**config.mk**
```make
export PLATFORM = sky130hd
export DESIGN_NAME = fp_secure_lockout
export DESIGN_NICKNAME = d
export VERILOG_FILES = /design/src/rtl/fp_lock_pkg.sv /design/src/rtl/fp_edge_detect.sv /design/src/rtl/fp_option_reg.sv /design/src/rtl/fp_gate_logic.sv /design/src/rtl/fp_secure_lockout.sv
export SDC_FILE = /design/constraint.sdc
export NUM_CORES = 1
export LEC_CHECK = 0
export BUFFER_PORTS_ARGS = -buffer_cell sky130_fd_sc_hd__buf_2
export CAP_MARGIN = 10
export CORE_MARGIN = 4
export CORE_UTILIZATION = 48
export DETAILED_ROUTE_END_ITERATION = 6
export MAX_ROUTING_LAYER = met4
export PLACE_DENSITY = 0.84
export RECOVER_POWER = 100
export SLEW_MARGIN = 40
export SYNTH_ARGS = -nofsm -noshare
export SYNTH_HDL_FRONTEND = slang
export SYNTH_SLANG_ARGS = --single-unit
```
**constraint.sdc**
```tcl
create_clock -name clk -period 2.9 [get_ports clk]
set_input_delay 0.58 -clock clk [delete_from_list [all_inputs] [get_ports clk]]
set_output_delay 0.58 -clock clk [all_outputs]
set_load 0.005 [all_outputs]
```
**src/rtl/fp_lock_pkg.sv**
```systemverilog
package fp_lock_pkg;

    localparam int NUM_BTN  = 5;
    localparam int CODE_W   = 3;
    localparam int OPT_W    = 2 + NUM_BTN;

    typedef enum logic [CODE_W-1:0] {
        BTN_POWER = 3'd0,
        BTN_RESET = 3'd1,
        BTN_SLEEP = 3'd2,
        BTN_NMI   = 3'd3,
        BTN_IDENT = 3'd4
    } btn_idx_e;

    localparam logic [NUM_BTN-1:0] GUARD_MASK = 5'b00111;
    localparam logic [NUM_BTN-1:0] POWER_MASK = 5'b00001;

    typedef struct packed {
        logic [NUM_BTN-1:0] lock;
        logic               force_on;
        logic               enable;
    } opts_t;

    typedef struct packed {
        logic [NUM_BTN-1:0] go;
        logic               viol;
        logic [CODE_W-1:0]  code;
    } gate_res_t;

    function automatic logic [CODE_W-1:0] lowest_set(input logic [NUM_BTN-1:0] v);
        logic [CODE_W-1:0] r;
        r = '0;
        for (int i = NUM_BTN - 1; i >= 0; i--) begin
            if (v[i]) r = CODE_W'(i);
        end
        return r;
    endfunction

endpackage

```
**src/rtl/fp_edge_detect.sv**
```systemverilog
module fp_edge_detect #(
    parameter int W = 5
) (
    input  logic         clk,
    input  logic         rst,
    input  logic [W-1:0] lvl_i,
    output logic [W-1:0] rise_o
);
    logic [W-1:0] prev_q;

    for (genvar g = 0; g < W; g++) begin : g_bit
        always_ff @(posedge clk) begin
            if (rst) prev_q[g] <= 1'b0;
            else     prev_q[g] <= lvl_i[g];
        end
        assign rise_o[g] = lvl_i[g] & ~prev_q[g];
    end
endmodule

```
**src/rtl/fp_option_reg.sv**
```systemverilog
module fp_option_reg
    import fp_lock_pkg::*;
(
    input  logic             clk,
    input  logic             rst,
    input  logic             clr_i,
    input  logic             we_i,
    input  logic [OPT_W-1:0] wdata_i,
    output opts_t            opts_o
);
    always_ff @(posedge clk) begin
        if (rst || clr_i)  opts_o <= '0;
        else if (we_i)     opts_o <= opts_t'(wdata_i);
    end
endmodule

```
**src/rtl/fp_gate_logic.sv**
```systemverilog
module fp_gate_logic
    import fp_lock_pkg::*;
(
    input  opts_t              opts_i,
    input  logic               kbd_secure_i,
    input  logic               panel_lock_i,
    input  logic               sys_on_i,
    input  logic [NUM_BTN-1:0] press_i,
    output logic               secure_o,
    output gate_res_t          res_o
);
    logic [NUM_BTN-1:0] blocked;
    logic [NUM_BTN-1:0] viol_req;

    always_comb begin
        secure_o = opts_i.force_on | (opts_i.enable & kbd_secure_i);
        blocked  = opts_i.lock;
        if (secure_o)                  blocked = blocked | GUARD_MASK;
        if (panel_lock_i && !sys_on_i) blocked = blocked | POWER_MASK;
        viol_req   = secure_o ? (press_i & GUARD_MASK) : '0;
        res_o.go   = press_i & ~blocked;
        res_o.viol = |viol_req;
        res_o.code = lowest_set(viol_req);
    end
endmodule

```
**src/rtl/fp_secure_lockout.sv**
```systemverilog
module fp_secure_lockout
    import fp_lock_pkg::*;
(
    input  logic         clk,
    input  logic         rst,
    input  logic         clr_ac_i,
    input  logic         clr_pwr_on_i,
    input  logic         clr_sys_rst_i,
    input  logic [4:0]   btn_i,
    input  logic         kbd_secure_i,
    input  logic         panel_lock_i,
    input  logic         sys_on_i,
    input  logic         opt_we_i,
    input  logic [6:0]   opt_wdata_i,
    output logic [4:0]   act_o,
    output logic         viol_o,
    output logic [2:0]   viol_code_o
);
    logic [NUM_BTN-1:0] press;
    opts_t              opts;
    logic               secure;
    gate_res_t          res;

    fp_edge_detect #(.W(NUM_BTN)) u_edge (
        .clk    (clk),
        .rst    (rst),
        .lvl_i  (btn_i),
        .rise_o (press)
    );

    fp_option_reg u_opts (
        .clk     (clk),
        .rst     (rst),
        .clr_i   (clr_ac_i | clr_pwr_on_i | clr_sys_rst_i),
        .we_i    (opt_we_i),
        .wdata_i (opt_wdata_i),
        .opts_o  (opts)
    );

    fp_gate_logic u_gate (
        .opts_i       (opts),
        .kbd_secure_i (kbd_secure_i),
        .panel_lock_i (panel_lock_i),
        .sys_on_i     (sys_on_i),
        .press_i      (press),
        .secure_o     (secure),
        .res_o        (res)
    );

    always_ff @(posedge clk) begin
        if (rst) begin
            act_o       <= '0;
            viol_o      <= 1'b0;
            viol_code_o <= '0;
        end else begin
            act_o       <= res.go;
            viol_o      <= res.viol;
            viol_code_o <= res.viol ? res.code : '0;
        end
    end
endmodule

```
Word-level counts from Yosys, hierarchy flattened --
Index checks and enable logic that the tools add are counted.
Word-level totals: word-level logic and storage cells 44, register bits 21, bits of input ports 21
Operators by class: reduce and logical (&&, ||, !) cells 7, bitwise logic cells 17, multiplexer cells 7
Operators with widths (number):
- two-way mux 3 bit | 3
- bitwise AND 1 bit | 6
- inverter 1 bit | 6
- OR reduction 6 bit | 1
- bitwise AND 5 bit | 1
- inverter 5 bit | 1
- OR reduction 5 bit | 1
- two-way mux 2 bit | 2
- OR reduction 4 bit | 1
- OR 1 bit | 3
- OR reduction 3 bit | 1
- two-way mux 1 bit | 2
- logical AND 1 bit | 1
- logical NOT 1 bit | 1
- logical OR 1 bit | 1

Logic depth before layout (Yosys ltp) --
Gate-level depths: netlist (run 1).
depth in word-level cells 6, mapped depth 4, depth with buffers taken out 3

By module --
A second synthesis (run 1) with hierarchy kept.
Second synthesis, totals: cell total of the unflattened synthesis 72, area total of the unflattened synthesis 765.7 um2
By module, submodules not included:
- fp_option_reg | cells each 24, area each 252.7 um2, instances 1
- fp_secure_lockout | cells each 19, area each 252.7 um2, instances 1
- fp_edge_detect | cells each 15, area each 162.7 um2, instances 1
- fp_gate_logic | cells each 14, area each 97.6 um2, instances 1

Worst setup path after synthesis (run 1) --
OpenSTA, ideal clock, no wires.
path type input port to flip-flop, from input port rst, to register u_opts.opts_o[0] in the netlist's numbering, required time 2.837 ns, arrival time 1.437 ns, buffers on the path 2, stages 4, setup time 0.063 ns, path slack 1.400 ns, cells stage by stage buf_6 > or4_4 > buf_6 > nor2_2
Between the ends: word-level cells in the longest chain between the ends 1
RTL lines:
- start: declaration | line fp_secure_lockout.sv:5 | input logic rst,
- logical OR 1 bit | line fp_option_reg.sv:12 | if (rst || clr_i) opts_o <= '0;
- end signal: assignment | line fp_option_reg.sv:13 | else if (we_i) opts_o <= opts_t'(wdata_i);
- end: declaration | line fp_option_reg.sv:9 | output opts_t opts_o
No other way between the ends. A chain may end at the register's enable or synchronous reset.

Worst setup path in the final report (run 1) --
Same ends and word-level chain as after synthesis.

==> results, run 1 <==
- The synthesized netlist net count is 82.
- The overall die area is 2160 um2.
- The DRC violation count after routing is 0.
- The final setup violation count is 0.
- The category of the critical setup timing path is input pin to flop.
- In this run the static leakage power is 0.388 nW.
- Summing every instance area after synthesis gives 711 um2.
- The maximum single-stage delay on the critical path is 0.76 ns.
- In this run the post-CTS setup repair buffer count came out at 0.
- The number of max-slew violations in the final report was 0.
- Port buffering added 28 buffers.
- The cell chosen for the clock root is clkbuf_4.
- The total global routing overflow is 0.
- The power per unit of standard cell area is 529 nW/um2.
- The element type at the critical path end is a flop.
- The part of the cycle the worst path needs is 0.502.
- The clock latency on the worst-skew pair is 0.29 ns.
- Including well taps, the total number of placed cells is 100.
- The critical path goes through clkbuf_1, or4_1, nor2_2.
- No sink is reached through more buffers than the 2 on the longest clock path.
- The number of warnings printed during yosys synthesis is 0.
- The count of placed standard cells in the final layout, fillers left out is 103.
- TritonCTS built the clock tree.
- The run finished with clean final reports.
- Max-cap violations in this run came to 0.
- The number of buffers added to fix hold violations after cts is 0.
- The layout has 123 filler cells.
- The detailed-route wire length is 1.17 mm.
- In the final layout, the share of cells above drive strength 1 is 0.455.
- The initial antenna violation count is 0.
- Setup repair after global routing left no endpoint under its margin.
- Before antenna repair, the detailed router went through 2 iterations.
- The worst hold path belongs to the class flop to flop.
- Of all nets on the critical path, the largest fanout is 10.
- The number of levels in the clock H-tree is 1.
- For the final routed database, the setup TNS stands at 0 ns.
- The number of global-route vias before repair is 463.
- The top achievable clock speed is 686 MHz.
- The number of vias in the routed layout is 484.
- The first-pass GRT wire length is 1.85 mm.
- The row count is 13.
- Dividing the detail-routed wire length by the instance count gives 11.3 um.
- The die width is 46.5 um.
- The met1 demand-to-capacity share in global routing is 0.140.
- The maximum number of pins on one net before global-route repair is 11.
- The worst voltage drop across the vdd grid is 0.244 mV.
- The starting density of the core is 0.526.
- For the final database, setup skew stands at 0.00208 ns.
- The overall track demand over capacity in global routing is 0.131.
- The met2 track utilization from global routing is 0.203.
- The post-CTS clock slew at the launch and capture registers of the worst setup and hold paths is 0.10 ns.
- Prior to clock tree synthesis, the placed netlist has a worst setup slack of 1.33 ns.
- The global placer's final weighted congestion is 0.699.
- The number of buffers created by CTS is 3.
- After global routing, the most crowded layer is met2.
- The number of hold violations in the final report was 0.
- Dividing the synthesized area by the synthesized cell count gives 11.7 um2.
- The time the worst path needs with I/O delays and setup is 1.46 ns.
- The clock sink count is 20.
- For this run, global-route usage on met3 was measured as 0.0234.
- In the layout the commonest cells are buf_2 (24), dfxtp_1 (20), mux2i_1 (7), nor2_2 (7), and2b_2 (5).
- The number of standard cells after synthesis is 61.
- The signed area change from the synthesized netlist to the final layout is 19.5%.
- In the routed layout, each cell is associated on average with a via count of 4.70.
- Final hold analysis gives a worst-case slack of 0.396 ns.
- The sum of net half-perimeters after detailed placement is 947 um.
- The count of distinct cell types in the synthesized netlist is 20.
- The post-layout net count is 111.
- The core region is 1350 um2.
- The arrival time of data at the critical path endpoint is 1.69 ns.
- The final critical-path setup slack is 1.44 ns.
- The die is 46.5 um tall.
- The top-level I/O count is 30.
- The count of nets left with antenna violations after detail routing is 0.
- The library cell used most frequently in the layout, excluding fill and tap cells, is buf_2.
- The proportion of synthesized chip area in sequential cells is 0.563.
- The number of cells upsized or downsized after cts is 0.
- On the critical path the largest part of the delay comes from simple AND/OR/NAND/NOR gates.
- 0 antenna diodes ended up in the layout.
- Counting both buffers and inverters, the worst setup path holds a total of 1.
- The category of the worst setup path launch point is an input pin.
- The register bit count reported by yosys is 20.
- The iteration-0 DRC count of the detailed router is 4.
- The slowest cell on the critical path is or4_1.
- Data on the critical path is required at its endpoint by 3.13 ns.
==> power by group <==
group          internal [mW]  switching [mW]  total, mW  leakage (nW)
clock                 0.0482          0.0734      0.122        0.0138
combinational         0.0236          0.0185     0.0422         0.210
sequential             0.283         0.00208      0.285         0.164
==> synth_stat cells, drive strengths merged <==
cell     count  area [um2]
nand2        1        3.75
inv          1        3.75
dfxtp       20         400
clkbuf       1        3.75
nor3         2        10.0
mux2i        7        70.1
and2b        5        43.8
a21oi        1        5.00
buf          3        30.0
nor2b        2        12.5
a211oi       1        7.51
nor2         7        43.8
nand2b       3        21.3
a2111oi      1        8.76
conb         1        3.75
nor4b        1        8.76
nor3b        3        22.5
or4          1        11.3
==> worst reg2reg max path: cells and delay by family, from the launching register on <==
kind | cells | cell delay [ns]
DFF | 1 | 0.32
AOI/OAI and AO/OA | 2 | 0.63
and+or+nand+nor | 1 | 0.12
==> cell families after synthesis <==
group                  after synthesis  share of synthesized area
DFF                                 20                      0.563
other                                1                    0.00528
muxes                                7                     0.0986
and+or+nand+nor                     25                      0.250
buffers and inverters                5                     0.0528
AOI/OAI and AO/OA                    3                     0.0299
==> metrics by stage <==
stage	utilization	power, mW	instance area (um2)
3_5_place_dp	0.619	0.335	836
4_1_cts	0.636	0.454	858
6_report	0.629	0.449	850
5_1_grt	0.629	0.466	850
2_1_floorplan	-	0.318	711
3_3_place_gp	0.619	0.334	836
==> area by class of cell <==
| type | count | area (um2) | share of cell area |
|---|---|---|---|
| Inverter | 1 | 3.75 | 0.00442 |
| Sequential cell | 20 | 400 | 0.471 |
| Tap cell | 15 | 18.8 | 0.0221 |
| Clock buffer | 3 | 22.5 | 0.0265 |
| Multi-Input combinational cell | 36 | 269 | 0.317 |
| Timing Repair Buffer | 28 | 135 | 0.159 |
==> routing by layer <==
metal  vias to the layer above  part of all wire
met1                       209              0.42
li1                        256                 -
met3                         2             0.063
met4                         0             0.016
met5                         -                 0
met2                        17              0.50
==> worst paths after layout <==
| check | startpoint | endpoint | slack (ns) | depth (start not counted) |
|---|---|---|---|---|
| min | u_edge.prev_q[3]$_SDFF_PP0_ | act_o[3]$_SDFF_PP0_ | 0.40 | 1 |
| max reg2reg | u_opts.opts_o[0]$_SDFFE_PP0P_ | act_o[0]$_SDFF_PP0_ | 1.71 | 3 |
| min reg2reg | u_edge.prev_q[3]$_SDFF_PP0_ | act_o[3]$_SDFF_PP0_ | 0.40 | 1 |
| max | rst | u_opts.opts_o[0]$_SDFFE_PP0P_ | 1.44 | 3 |
==> registers in the layout, indices dropped and copies added (netlist names) <==
name	flops
viol_o	1
act_o	5
u_opts.opts_o	7
viol_code_o	2
u_edge.prev_q	5
(Power assumes the default switching activity.)
==> run 2: changes to the inputs <==
CORE_UTILIZATION = 44   (was 48)
PLACE_DENSITY = 0.78   (was 0.84)
clock period = 1.4 ns   (was 2.9 ns; I/O delays follow)
==> results, run 2 (synthesis results as in run 1) <==
- Outcome: finished clean (unchanged).
- The share of layout cells above drive strength 1 is 0.411 (was 0.455).
- The overall power of the completed layout was 0.931 mW (was 0.449 mW).
- The number of hold violations in the final report is 0 (unchanged).
- The wire length on met1 is 495 um (was 488 um).
- The final design area excluding fillers was 855 um2 (was 850 um2).
- The worst hold slack was 0.187 ns (was 0.396 ns).
- The mean number of vias per cell is 4.71 (was 4.70).
- The detailed-route wire length per cell is 11.3 um (about the same).
- The flip-flop count of the largest register after layout is 7 (unchanged).
- The top-level I/O count is 30 (unchanged).
- The number of buffers added on ports is 28 (unchanged).
- The required time at the worst-slack endpoint is 1.57 ns (was 3.13 ns).
- The overall die area is 2320 um2 (was 2160 um2).
- The maximum number of pins on one net before global-route repair is 11 (unchanged).
- The number of global-route vias before repair is 470 (was 463).
- The number of buffers created by CTS is 3 (unchanged).
- The final setup violation count is 0 (unchanged).
- The number of vias in the routed layout is 499 (was 484).
- Leading cell types in the layout, fill and taps excluded: buf_2 (21), dfxtp_1 (20), clkbuf_1 (9) (was buf_2 (24), dfxtp_1 (20), mux2i_1 (7), nor2_2 (7), and2b_2 (5)).
- The total global routing overflow is 0 (unchanged).
- The clock sink count was 20 (unchanged).
- The detailed-route wire length is 1.20 mm (was 1.17 mm).
- The time the worst path needs with I/O delays and setup is 1.10 ns.
- The static leakage power is 0.379 nW (was 0.388 nW).
- The post-layout net count came to 113 (was 111).
- The global placer's final weighted congestion is 0.756 (was 0.699).
- The detailed route wirelength on metal2 is 597 um (was 584 um).
- The number of max-slew violations in the final report is 0 (unchanged).
- The die width was 48.2 um (was 46.5 um).
- The category of the critical setup timing path is flop to flop (was input pin to flop).
- The signed area change from the synthesized netlist to the final layout is 20.2% (was 19.5%).
- The number of search-and-repair iterations in the first detailed-routing pass came to 2 (unchanged).
- The category of the worst setup path launch point is a flop (was input pin).
- The power per unit of standard cell area is 1090 nW/um2 (was 529 nW/um2).
- The top achievable clock speed is 913 MHz.
- The standard cell area after detailed placement is 852 um2 (was 836 um2).
- The final critical-path setup slack is 0.304 ns (was 1.44 ns).
- The iteration-0 DRC count of the detailed router is 2 (was 4).
- The clock latency on the worst-skew pair came to 0.28 ns (was 0.29 ns).
- The starting density of the core is 0.466 (was 0.526).
- The count of nets left with antenna violations after detail routing is 0 (unchanged).
- Regs by FF count: u_opts.opts_o (7), act_o (5), u_edge.prev_q (5) (unchanged).
- The worst-case setup slack after placement is 0.149 ns (was 1.33 ns).
- The buffer depth of the longest clock path is 2 (unchanged).
- The part of the cycle the worst path needs is 0.783.
- The number of buffers added to fix hold violations after cts came to 0 (unchanged).
- The post-CTS clock slew at the launch and capture registers of the worst setup and hold paths is 0.10 ns (about the same).
- The core region area is 1520 um2 (was 1350 um2).
- The arrival time of data at the critical path endpoint is 1.27 ns (was 1.69 ns).
- The height of the die came to 48.2 um (was 46.5 um).
- The CTS tree is built (unchanged).
- The cell chosen for the clock root is clkbuf_4 (unchanged).
- The count of inserted antenna diode cells is 0 (unchanged).
- The overall track demand over capacity in global routing came to 0.122 (was 0.131).
- The type of the most critical hold path was input pin to flop (was flop to flop).
- The number of cells upsized or downsized after cts is 0 (unchanged).
- The setup clock skew after layout is 0.00251 ns (was 0.00208 ns).
- The DRC violation count after routing is 0 (unchanged).
- The most common cell after layout, fill and taps aside is buf_2 (unchanged).
- The number of violations of the max-capacitance limit is 0 (unchanged).
- The routed length on met3 is 83 um (was 74 um).
- The row count is 14 (was 13).
- Unrepaired setup endpoints after global routing: no (unchanged).
- The worst voltage drop across the vdd grid is 0.474 mV (was 0.244 mV).
- The number of buffers added for setup after CTS is 0 (unchanged).
- The initial antenna violation count was 0 (unchanged).
- The largest register by flop count is u_opts.opts_o (unchanged).
- The number of levels in the clock H-tree is 1 (unchanged).
- The largest fanout on the critical path was 3 (was 10).
- The final total negative setup slack came to 0 ns (unchanged).
- The element type at the critical path end is a flop (unchanged).
- The sum of net half-perimeters after detailed placement is 990 um (was 947 um).
- The top routing layer in use was met4 (unchanged).
- The first-pass GRT wire length is 1.82 mm (was 1.85 mm).
## run 2: final timing paths
kind / start / endpoint / slack (ns) / depth (start not counted)
hold reg to reg: u_edge.prev_q[3]$_SDFF_PP0_ / act_o[3]$_SDFF_PP0_ / 0.39 / 1
setup / recovery: u_opts.opts_o[0]$_SDFFE_PP0P_ / act_o[0]$_SDFF_PP0_ / 0.30 / 3
hold / removal: panel_lock_i / act_o[0]$_SDFF_PP0_ / 0.19 / 2
setup reg to reg: u_opts.opts_o[0]$_SDFFE_PP0P_ / act_o[0]$_SDFF_PP0_ / 0.30 / 3
## run 2: stage by stage
step                instances  utilization
finish                    106        0.561
global route              106        0.561
CTS                       106        0.574
detailed placement        103        0.559
global placement          103        0.559
floorplan                  61            -
## run 2: cell type report
| class | instances | area, um2 |
|---|---|---|
| inverters | 1 | 3.75 |
| repair buffers | 30 | 139 |
| flip-flops and latches | 20 | 400 |
| multi-input cells | 36 | 269 |
| clock buffers | 3 | 22.5 |
| fillers | 149 | 669 |
| well taps | 16 | 20.0 |
## run 2: power breakdown
part           switching, mW  internal, mW
registers            0.00421         0.586
clock network          0.152        0.0999
logic                 0.0404        0.0486
## run 2: layer usage
metal / vias to the layer above / track usage
met5: - / -
met4: 0 / 0.113
li1: 262 / -
met2: 14 / 0.180
met3: 2 / 0.0221
met1: 221 / 0.137
## run 2: worst max-delay path, stage by stage, from the launching register on
cell and delay [ns]:
dfxtp_1 0.33, a21oi_1 0.21, nand2b_2 0.10, a2111oi_0 0.34
==> run 3: changes to the inputs <==
clock period = 1.1 ns   (was 1.4 ns; I/O delays follow)
==> results, run 3 (synthesis results as in run 1) <==
- The starting density of the core came to 0.466 (unchanged).
- The global placer's final weighted congestion came to 0.696 (was 0.756).
- The die width is 48.2 um (unchanged).
- The worst-case hold path end point is act_o[0]$_SDFF_PP0_ (unchanged).
- The signed area change from the synthesized netlist to the final layout is 22.7% (was 20.2%).
- The setup clock skew after layout is 0.00561 ns (was 0.00251 ns).
- The top achievable clock speed is 1010 MHz.
- The category of the critical setup timing path is input pin to flop (was flop to flop).
- The number of levels in the clock H-tree is 1 (unchanged).
- The maximum single-stage delay on the critical path is 0.72 ns (was 0.34 ns).
- The total global routing overflow was 0 (unchanged).
- The standard cell area after detailed placement is 860 um2 (was 852 um2).
- The number of cells on the worst reg-to-reg path is 3 (unchanged).
- Unrepaired setup endpoints after global routing: no (unchanged).
- The arrival time of data at the critical path endpoint is 1.22 ns (was 1.27 ns).
- The overall track demand over capacity in global routing is 0.132 (was 0.122).
- The maximum number of pins on one net before global-route repair came to 11 (unchanged).
- The share of layout cells above drive strength 1 came to 0.473 (was 0.411).
- The number of global-route vias before repair is 485 (was 470).
- The setup slack of the worst register-to-register path is 0.12 ns (was 0.30 ns).
- The first-pass GRT wire length is 2.01 mm (was 1.82 mm).
- The largest register by flop count is u_opts.opts_o (unchanged).
- Regs by FF count: u_opts.opts_o (7), act_o (5), u_edge.prev_q (5) (unchanged).
- Outcome: finished clean (unchanged).
- The clock sink count was 20 (unchanged).
- The power per unit of standard cell area is 1370 nW/um2 (was 1090 nW/um2).
- The count of inserted antenna diode cells is 0 (unchanged).
- The CTS tree is built (unchanged).
- The sum of net half-perimeters after detailed placement is 1.05 mm (was 990 um).
- The post-layout net count is 114 (was 113).
- The post-CTS clock slew at the launch and capture registers of the worst setup and hold paths is 0.10 ns (about the same).
- Dividing the final minimum period by the clock period gives 0.902.
- The beginning of the worst register-to-register path is u_opts.opts_o[0]$_SDFFE_PP0P_ (unchanged).
- The iteration-0 DRC count of the detailed router is 3 (was 2).
- The worst reg2reg path endpoint is act_o[0]$_SDFF_PP0_ (unchanged).
- The mean number of vias per cell is 4.73 (was 4.71).
- The overall die area is 2320 um2 (unchanged).
- The row count is 14 (unchanged).
- The count of placed standard cells in the final layout, fillers left out came to 107 (was 106).
- The critical hold path startpoint is panel_lock_i (unchanged).
- The instance count after placement with tap cells included is 104 (was 103).
- The final design area excluding fillers came to 872 um2 (was 855 um2).
- The number of violations of the max-capacitance limit is 0 (unchanged).
- The final setup violation count is 0 (unchanged).
- The largest fanout on the critical path was 7 (was 3).
- The static leakage power came to 0.400 nW (was 0.379 nW).
- The most common cell after layout, fill and taps aside is buf_2 (unchanged).
- The flip-flop count of the largest register after layout is 7 (unchanged).
- The element type at the critical path end was a flop (unchanged).
- The final total negative setup slack was 0 ns (unchanged).
- The top-level I/O count came to 30 (unchanged).
- The overall power of the completed layout came to 1.19 mW (was 0.931 mW).
- The number of hold violations in the final report is 0 (unchanged).
- The initial antenna violation count is 0 (unchanged).
- The cell chosen for the clock root is clkbuf_4 (unchanged).
- The detailed-route wire length is 1.29 mm (was 1.20 mm).
- The core region area is 1520 um2 (unchanged).
- The count of nets left with antenna violations after detail routing was 0 (unchanged).
- Leading cell types in the layout, fill and taps excluded: buf_2 (25), dfxtp_1 (20), mux2i_1 (7), nor2_2 (7) (was buf_2 (21), dfxtp_1 (20), clkbuf_1 (9)).
- The slowest cell on the critical path is or4_1 (was a2111oi_0).
- The cell count of the worst hold path is 2 (unchanged).
- The worst path needs 0.992 ns of the cycle, external delays included.
- The height of the die is 48.2 um (unchanged).
- The number of search-and-repair iterations in the first detailed-routing pass is 2 (unchanged).
- The detailed-route wire length per cell is 12.1 um (was 11.3 um).
- The worst voltage drop across the vdd grid is 0.866 mV (was 0.474 mV).
- The buffer depth of the longest clock path is 2 (unchanged).
- The number of max-slew violations in the final report is 0 (unchanged).
- The number of buffers created by CTS is 3 (unchanged).
- The type of the most critical hold path is input pin to flop (unchanged).
- The clock latency on the worst-skew pair is 0.28 ns (about the same).
- The category of the worst setup path launch point is an input pin (was flop).
- The number of vias in the routed layout was 506 (was 499).
- Cell-by-cell trace of the critical path: buf_2, or4_1, nor2_2 (was a21oi_1, nand2b_2, a2111oi_0).
- The worst hold slack is 0.113 ns (was 0.187 ns).
- The DRC violation count after routing was 0 (unchanged).
- The required time at the worst-slack endpoint is 1.33 ns (was 1.57 ns).
- The number of buffers added on ports is 28 (unchanged).
run 3: report_power, final:
part | total (mW) | switching, mW | leakage (nW) | internal (mW)
clock network | 0.324 | 0.197 | 0.0138 | 0.127
logic | 0.117 | 0.0519 | 0.222 | 0.0652
registers | 0.753 | 0.00648 | 0.164 | 0.747
run 3: worst max path at each step:
stage	start	endpoint	slack (ns)	cells after the start
global route	u_opts.opts_o[0]$_SDFFE_PP0P_	act_o[0]$_SDFF_PP0_	0.01	3
global placement	clr_sys_rst_i	u_opts.opts_o[4]$_SDFFE_PP0P_	-0.01	3
floorplan	u_opts.opts_o[0]$_SDFFE_PP0P_	act_o[0]$_SDFF_PP0_	0.07	3
detailed placement	clr_sys_rst_i	u_opts.opts_o[4]$_SDFFE_PP0P_	-0.04	3
finish	clr_sys_rst_i	u_opts.opts_o[4]$_SDFFE_PP0P_	0.11	3
CTS	u_opts.opts_o[0]$_SDFFE_PP0P_	act_o[0]$_SDFF_PP0_	0.05	3
run 3: repair_timing:
item / CTS / global route
buffers inserted: 0 / 0
gates resized for setup: 0 / 2
hold buffers: 0 / 0
endpoints found under the setup margin: 0 / 2
run 3: metal layers:
layer | wire [um] | vias up | GRT usage
met5 | 0 | - | -
met2 | 621 | 21 | 0.227
met4 | 0 | 0 | 0.0323
li1 | - | 261 | -
met1 | 541 | 224 | 0.145
met3 | 129 | 0 | 0.0443
run 3: layout make-up:
cell class / count / area [um2]
flip-flops and latches: 20 / 400
well taps: 16 / 20.0
fillers: 144 / 652
clock buffers: 3 / 22.5
multi-input cells: 36 / 274
repair buffers: 31 / 151
inverters: 1 / 3.75
run 3: worst max-delay path, delay by kind of cell:
| kind | cells | cell delay (ns) |
|---|---|---|
| buffers and inverters | 1 | 0.09 |
| and+or+nand+nor | 2 | 0.90 |
run 3: through the flow:
stage / setup slack (ns) / utilization
after floorplan: 0.0697 / -
after global placement: -0.0108 / 0.564
after detailed placement: -0.0381 / 0.564
after CTS: 0.0497 / 0.579
after global routing: 0.0116 / 0.572
final: 0.108 / 0.572
